### src/rtl/lat_wd_pkg.sv
package lat_wd_pkg;

  typedef enum logic [1:0] {
    PH_IDLE  = 2'd0,
    PH_FIRST = 2'd1,
    PH_LATER = 2'd2,
    PH_HOLD  = 2'd3
  } phase_e;

  function automatic int unsigned max3(input int unsigned a, input int unsigned b,
                                       input int unsigned c);
    int unsigned m;
    m = (a > b) ? a : b;
    return (m > c) ? m : c;
  endfunction

endpackage

### src/rtl/lat_wd_cycle_ctr.sv
module lat_wd_cycle_ctr #(
  parameter int unsigned W = 4
) (
  input  logic         clk,
  input  logic         rst,
  input  logic         clr,
  input  logic         load,
  input  logic         inc,
  input  logic [W-1:0] limit,
  output logic         at_limit
);

  localparam logic [W-1:0] CNT_MAX = {W{1'b1}};

  logic [W-1:0] cnt_q;

  always_ff @(posedge clk) begin
    if (rst || clr) begin
      cnt_q <= '0;
    end else if (load) begin
      cnt_q <= W'(1);
    end else if (inc && (cnt_q != CNT_MAX)) begin
      cnt_q <= cnt_q + W'(1);
    end
  end

  assign at_limit = (cnt_q == limit);

  // the controller never asks for a step past the window limit
  p_count_bound_r5: assert property (@(posedge clk) disable iff (rst)
    (inc && !load && !clr) |-> (cnt_q < limit));

endmodule

### src/rtl/lat_wd_phase_ctl.sv
module lat_wd_phase_ctl
  import lat_wd_pkg::*;
(
  input  logic   clk,
  input  logic   rst,
  input  logic   txn,
  input  logic   xfer,
  input  logic   win_hit,
  input  logic   grace_hit,
  output phase_e phase,
  output logic   win_clr,
  output logic   win_load,
  output logic   win_inc,
  output logic   g_clr,
  output logic   g_load,
  output logic   g_inc,
  output logic   disc_q,
  output logic   viol_q
);

  phase_e phase_q, phase_n;
  logic   disc_n, viol_n, stop_q, stop_n;

  always_comb begin
    phase_n  = phase_q;
    disc_n   = disc_q;
    viol_n   = 1'b0;
    stop_n   = stop_q;
    win_clr  = 1'b0;
    win_load = 1'b0;
    win_inc  = 1'b0;
    g_clr    = 1'b0;
    g_load   = 1'b0;
    g_inc    = 1'b0;
    if (!txn) begin
      phase_n = PH_IDLE;
      disc_n  = 1'b0;
      stop_n  = 1'b0;
      win_clr = 1'b1;
      g_clr   = 1'b1;
    end else begin
      unique case (phase_q)
        PH_IDLE: begin
          phase_n  = PH_FIRST;
          win_load = 1'b1;
        end
        PH_FIRST, PH_LATER: begin
          if (xfer) begin
            phase_n  = PH_LATER;
            win_load = 1'b1;
          end else if (win_hit) begin
            phase_n = PH_HOLD;
            disc_n  = 1'b1;
            stop_n  = 1'b0;
            win_clr = 1'b1;
            g_load  = 1'b1;
          end else begin
            win_inc = 1'b1;
          end
        end
        PH_HOLD: begin
          if (xfer) begin
            stop_n = 1'b1;
          end else if (!stop_q) begin
            if (grace_hit) begin
              viol_n = 1'b1;
              stop_n = 1'b1;
            end else begin
              g_inc = 1'b1;
            end
          end
        end
        default: phase_n = PH_IDLE;
      endcase
    end
  end

  always_ff @(posedge clk) begin
    if (rst) begin
      phase_q <= PH_IDLE;
      disc_q  <= 1'b0;
      viol_q  <= 1'b0;
      stop_q  <= 1'b0;
    end else begin
      phase_q <= phase_n;
      disc_q  <= disc_n;
      viol_q  <= viol_n;
      stop_q  <= stop_n;
    end
  end

  assign phase = phase_q;

  p_disc_held_r6: assert property (@(posedge clk) disable iff (rst)
    (disc_q && txn) |=> disc_q);

  p_drop_clears_r7: assert property (@(posedge clk) disable iff (rst)
    !txn |=> (!disc_q && !viol_q));

  p_viol_single_r8: assert property (@(posedge clk) disable iff (rst)
    viol_q |=> !viol_q);

  p_viol_under_disc_r8: assert property (@(posedge clk) disable iff (rst)
    viol_q |-> disc_q);

  // a request rises only when the active window counter reached its limit
  p_disc_after_hit_r2: assert property (@(posedge clk) disable iff (rst)
    $rose(disc_q) |-> $past(win_hit));

  p_idle_quiet_r9: assert property (@(posedge clk) disable iff (rst)
    (phase_q == PH_IDLE) |-> !disc_q);

endmodule

### src/rtl/pci_tgt_latency_guard.sv
module pci_tgt_latency_guard
  import lat_wd_pkg::*;
#(
  parameter int unsigned FIRST_BUDGET = 12,
  parameter int unsigned LATER_BUDGET = 8,
  parameter int unsigned GRACE        = 4
) (
  input  logic clk,
  input  logic rst,
  input  logic txn_act,
  input  logic lcl_rdy,
  input  logic xfer_ack,
  output logic disc_req,
  output logic lat_viol
);

  localparam int unsigned MAXV = max3(FIRST_BUDGET, LATER_BUDGET, GRACE);
  localparam int unsigned CW   = $clog2(MAXV + 1);

  phase_e        phase;
  logic          xfer;
  logic [CW-1:0] win_limit;
  logic          win_clr, win_load, win_inc, win_hit;
  logic          g_clr, g_load, g_inc, grace_hit;

  assign xfer      = xfer_ack && lcl_rdy;
  assign win_limit = (phase == PH_FIRST) ? CW'(FIRST_BUDGET) : CW'(LATER_BUDGET);

  lat_wd_phase_ctl u_ctl (
    .clk      (clk),
    .rst      (rst),
    .txn      (txn_act),
    .xfer     (xfer),
    .win_hit  (win_hit),
    .grace_hit(grace_hit),
    .phase    (phase),
    .win_clr  (win_clr),
    .win_load (win_load),
    .win_inc  (win_inc),
    .g_clr    (g_clr),
    .g_load   (g_load),
    .g_inc    (g_inc),
    .disc_q   (disc_req),
    .viol_q   (lat_viol)
  );

  lat_wd_cycle_ctr #(.W(CW)) u_win (
    .clk     (clk),
    .rst     (rst),
    .clr     (win_clr),
    .load    (win_load),
    .inc     (win_inc),
    .limit   (win_limit),
    .at_limit(win_hit)
  );

  lat_wd_cycle_ctr #(.W(CW)) u_grace (
    .clk     (clk),
    .rst     (rst),
    .clr     (g_clr),
    .load    (g_load),
    .inc     (g_inc),
    .limit   (CW'(GRACE)),
    .at_limit(grace_hit)
  );

  initial begin
    a_budgets_nonzero_r2: assert (FIRST_BUDGET >= 1 && LATER_BUDGET >= 1 && GRACE >= 1);
  end

  p_reset_quiet_r1: assert property (@(posedge clk)
    rst |=> (!disc_req && !lat_viol));

endmodule

### config.mk
export PLATFORM = sky130hd
export DESIGN_NAME = pci_tgt_latency_guard
export DESIGN_NICKNAME = d
export VERILOG_FILES = /design/src/rtl/lat_wd_pkg.sv /design/src/rtl/lat_wd_cycle_ctr.sv /design/src/rtl/lat_wd_phase_ctl.sv /design/src/rtl/pci_tgt_latency_guard.sv
export SDC_FILE = /design/constraint.sdc
export NUM_CORES = 1
export LEC_CHECK = 0
export ABC_AREA = 0
export CORE_MARGIN = 5
export CORE_UTILIZATION = 35
export CTS_CLUSTER_SIZE = 20
export DETAILED_ROUTE_END_ITERATION = 7
export PLACE_DENSITY = 0.53
export SYNTH_ARGS = -nofsm -noshare
export SYNTH_HDL_FRONTEND = slang
export SYNTH_SLANG_ARGS = --single-unit
### constraint.sdc
create_clock -name clk -period 2.65 [get_ports clk]
set_input_delay 0.265 -clock clk [delete_from_list [all_inputs] [get_ports clk]]
set_output_delay 0.265 -clock clk [all_outputs]
set_load 0.05 [all_outputs]
==> flow_metrics.py <==
metrics = {
    "cells_and_area": {
        "multiInputGateArea_um2": 443,
        "n_fill_cell": 217,
        "fin_util": 0.430,
        "fin_nets": 111,
        "drive_above_1_share": 0.0722,
        "area_growth_pct": 13.9,
        "diodes": 0,
        "regArea_um2": 260,
    },
    "timing": {
        "hold_violations": 0,
        "hold_slack_ns": 0.456,
        "worst_pin_slew_ns": 0.499,
        "timing.fmax_ghz": 0.543,
        "finalSetupViolCount": 0,
        "slew_viol_final": 0,
        "relSlewSlack": 0.666,
        "finClkSkew_ns": 0.0102,
        "period_share": 0.695,
        "setup_ws_ns": 0.809,
        "rsz0062_at_grt": "no",
        "fin_crit_ns": 1.84,
        "setup-tns-final_ns": 0,
    },
    "place": {
        "place_congestion": 0.752,
        "portBuffers": 6,
        "dp_hpwl_um": 1160,
        "post-place-ws_ns": 0.693,
    },
    "clocking": {
        "cts_hold_buffers": 0,
        "cts_setup_buffers": 0,
        "cts_inserted_buffers": 3,
        "cts_tree": "built",
        "clk_latency_ns": 0.28,
        "clk_pin_slew_ns": 0.09,
        "cts_resized": 0,
        "root_buffer": "clkbuf_4",
        "cts_max_path_buffers": 2,
        "htreeDepth": 1,
        "cts_sinks": 13,
    },
    "global_routing": {
        "grt_max_degree": 9,
        "antenna_found_initial": 0,
        "grt_usage": 0.104,
        "grt_pass1_wl_um": 2620,
        "grt_pass1_vias": 601,
        "grt_overflow": 0,
    },
    "run": {
        "maxCapViolCount": 0,
    },
    "die": {
        "core_um2": 2000,
        "start_util": 0.378,
        "std_cell_rows": 16,
        "boundaryPins": 7,
        "die_w_um": 56.5,
        "die_y_um": 56.5,
        "die-area_um2": 3190,
    },
    "status": {
        "outcome": "completed",
    },
    "synthesis": {
        "yosysWarnings": 0,
        "ys_seq_area_frac": 0.344,
        "synth-seq-cells": 13,
        "ys_async_sr_fraction": 0,
        "synth_ff_type": "dfxtp_1",
        "syn-num-nets": 102,
        "synth_area_per_cell_um2": 8.49,
        "synth_edf_count": 0,
        "synth_cells": 89,
        "synth.distinct_cells": 32,
        "synth_area_um2": 756,
    },
    "power": {
        "leakage_nw": 0.302,
        "ir_drop_mv": 0.304,
        "p_per_area_nw_per_um2": 421,
        "p_total_uw": 363,
    },
    "worst_setup_path": {
        "crit_end": "u_win.cnt_q[3]$_SDFFE_PP0P_",
        "crit_path_start": "u_ctl.phase[0]$_SDFFE_PP0P_",
        "critical_path_arrival_ns": 2.05,
        "crit_type": "reg -> reg",
        "regToRegSetupSlack_ns": 0.81,
        "path_cells": "inv_1, ha_1, nand3_1, or4_1, a21oi_1",
        "cp_max_fo": 8,
        "crit_path_end_kind": "register",
        "critPathLaunchType": "register",
        "reg2reg_from": "u_ctl.phase[0]$_SDFFE_PP0P_",
        "r2r_cells": 5,
        "cp.required_ns": 2.86,
        "cpMaxStageDelayCell": "or4_1",
        "cpPeakStageDelay_ns": 0.50,
        "r2r-end": "u_win.cnt_q[3]$_SDFFE_PP0P_",
    },
    "route": {
        "first_iter_violations": 4,
        "vias": 634,
        "wl_per_cell_um": 11.8,
        "firstDrtPassIters": 4,
        "drt_wl_total_um": 1470,
        "via_per_inst": 5.11,
        "ant_nets": 0,
        "drc": 0,
    },
    "min_path": {
        "min-delay-path-class": "reg -> reg",
    },
}
-- worst max-delay path, delay by kind of cell, from the launching register on --
| family | cells | cell delay, ns |
|---|---|---|
| AO/OA/AOI/OAI | 1 | 0.14 |
| flip-flops | 1 | 0.42 |
| adder cells (fa/ha/maj) | 1 | 0.42 |
| AND/OR/NAND/NOR | 2 | 0.70 |
| buffers and inverters | 1 | 0.08 |
-- cell type report --
cell class | instances | share of cell area
multi-input cells | 64 | 0.515
flip-flops and latches | 13 | 0.302
repair buffers | 6 | 0.0698
inverters | 10 | 0.0436
well taps | 27 | 0.0392
clock buffers | 4 | 0.0305
-- logic make-up (layout without fill, tap and decap cells) --
logic type / count (synthesis) / count (layout) / synth area share
and+or+nand+nor: 28 / 28 / 0.209
xor gates and xnor gates: 2 / 2 / 0.0232
buffers and inverters: 12 / 20 / 0.0695
muxes: 1 / 1 / 0.0132
DFF: 13 / 13 / 0.344
adders and majority gates: 8 / 8 / 0.132
AOI/OAI and AO/OA: 25 / 25 / 0.209
-- metrics by stage --
stage               cells  area [µm²]
CTS                   124         861
global placement      120         835
finish                124         861
floorplan              89         756
detailed placement    120         835
global route          124         861
-- sequential cells by signal (all words and copies together) (netlist names) --
name           count
u_ctl.disc_q       1
u_ctl.phase        2
u_ctl.stop_q       1
u_ctl.viol_q       1
u_grace.cnt_q      4
u_win.cnt_q        4
-- synth_stat cells (all sizes together), types with 2 or more instances --
master	count	area, µm²
a31oi	2	12.5
a21oi	9	45.0
nand3	8	40.0
nor2	3	11.3
a211oi	2	15.0
o21ai	4	20.0
inv	10	37.5
nand2b	2	12.5
dfxtp	13	260
or4	2	15.0
o31ai	2	15.0
ha	8	100
and2	2	15.0
nand2	3	11.3
xnor2	2	17.5
or3	2	12.5
-- cell usage in the layout (no fill, tap or decap), drive strengths merged --
cell           Yosys  routed
a211oi             2       2
a21boi             1       1
a21o               1       1
a21oi              9       9
a221oi             1       1
a31o               1       1
a31oi              2       2
a41o               1       1
and2               2       2
and3               1       1
clkbuf             1       4
clkdlybuf4s50      0       6
dfxtp             13      13
ha                 8       8
inv               10      10
mux2i              1       1
nand2              3       3
nand2b             2       2
nand3              8       8
nand3b             1       1
nand4              1       1
nor2               3       3
nor2b              1       1
nor3               1       1
o21ai              4       4
o22ai              1       1
o31ai              2       2
or3                2       2
or3b               1       1
or4                2       2
xnor2              2       2
-- report_power, final --
part           total, mW  leakage, nW  switching [mW]  internal [mW]
registers          0.200        0.105         0.00255          0.197
clock network      0.127       0.0150          0.0689         0.0584
logic             0.0354        0.182          0.0186         0.0167
-- how the worst min path moves through the flow --
stage                                      from                          end  cells past startpoint  slack, ns
floorplan           u_win.cnt_q[3]$_SDFFE_PP0P_  u_win.cnt_q[3]$_SDFFE_PP0P_                      2       0.46
global placement      u_ctl.disc_q$_SDFFE_PP0P_    u_ctl.disc_q$_SDFFE_PP0P_                      2       0.44
detailed placement    u_ctl.disc_q$_SDFFE_PP0P_    u_ctl.disc_q$_SDFFE_PP0P_                      2       0.46
CTS                   u_ctl.disc_q$_SDFFE_PP0P_    u_ctl.disc_q$_SDFFE_PP0P_                      2       0.47
global route          u_ctl.disc_q$_SDFFE_PP0P_    u_ctl.disc_q$_SDFFE_PP0P_                      2       0.48
finish                u_ctl.disc_q$_SDFFE_PP0P_    u_ctl.disc_q$_SDFFE_PP0P_                      2       0.46
-- metal layers --
layer / share of wire / track usage
met1: 0.49 / 0.135
met2: 0.45 / 0.157
met3: 0.035 / 0.0229
met4: 0.019 / 0.0610
met5: 0 / 0
(Power assumes the default switching activity.)
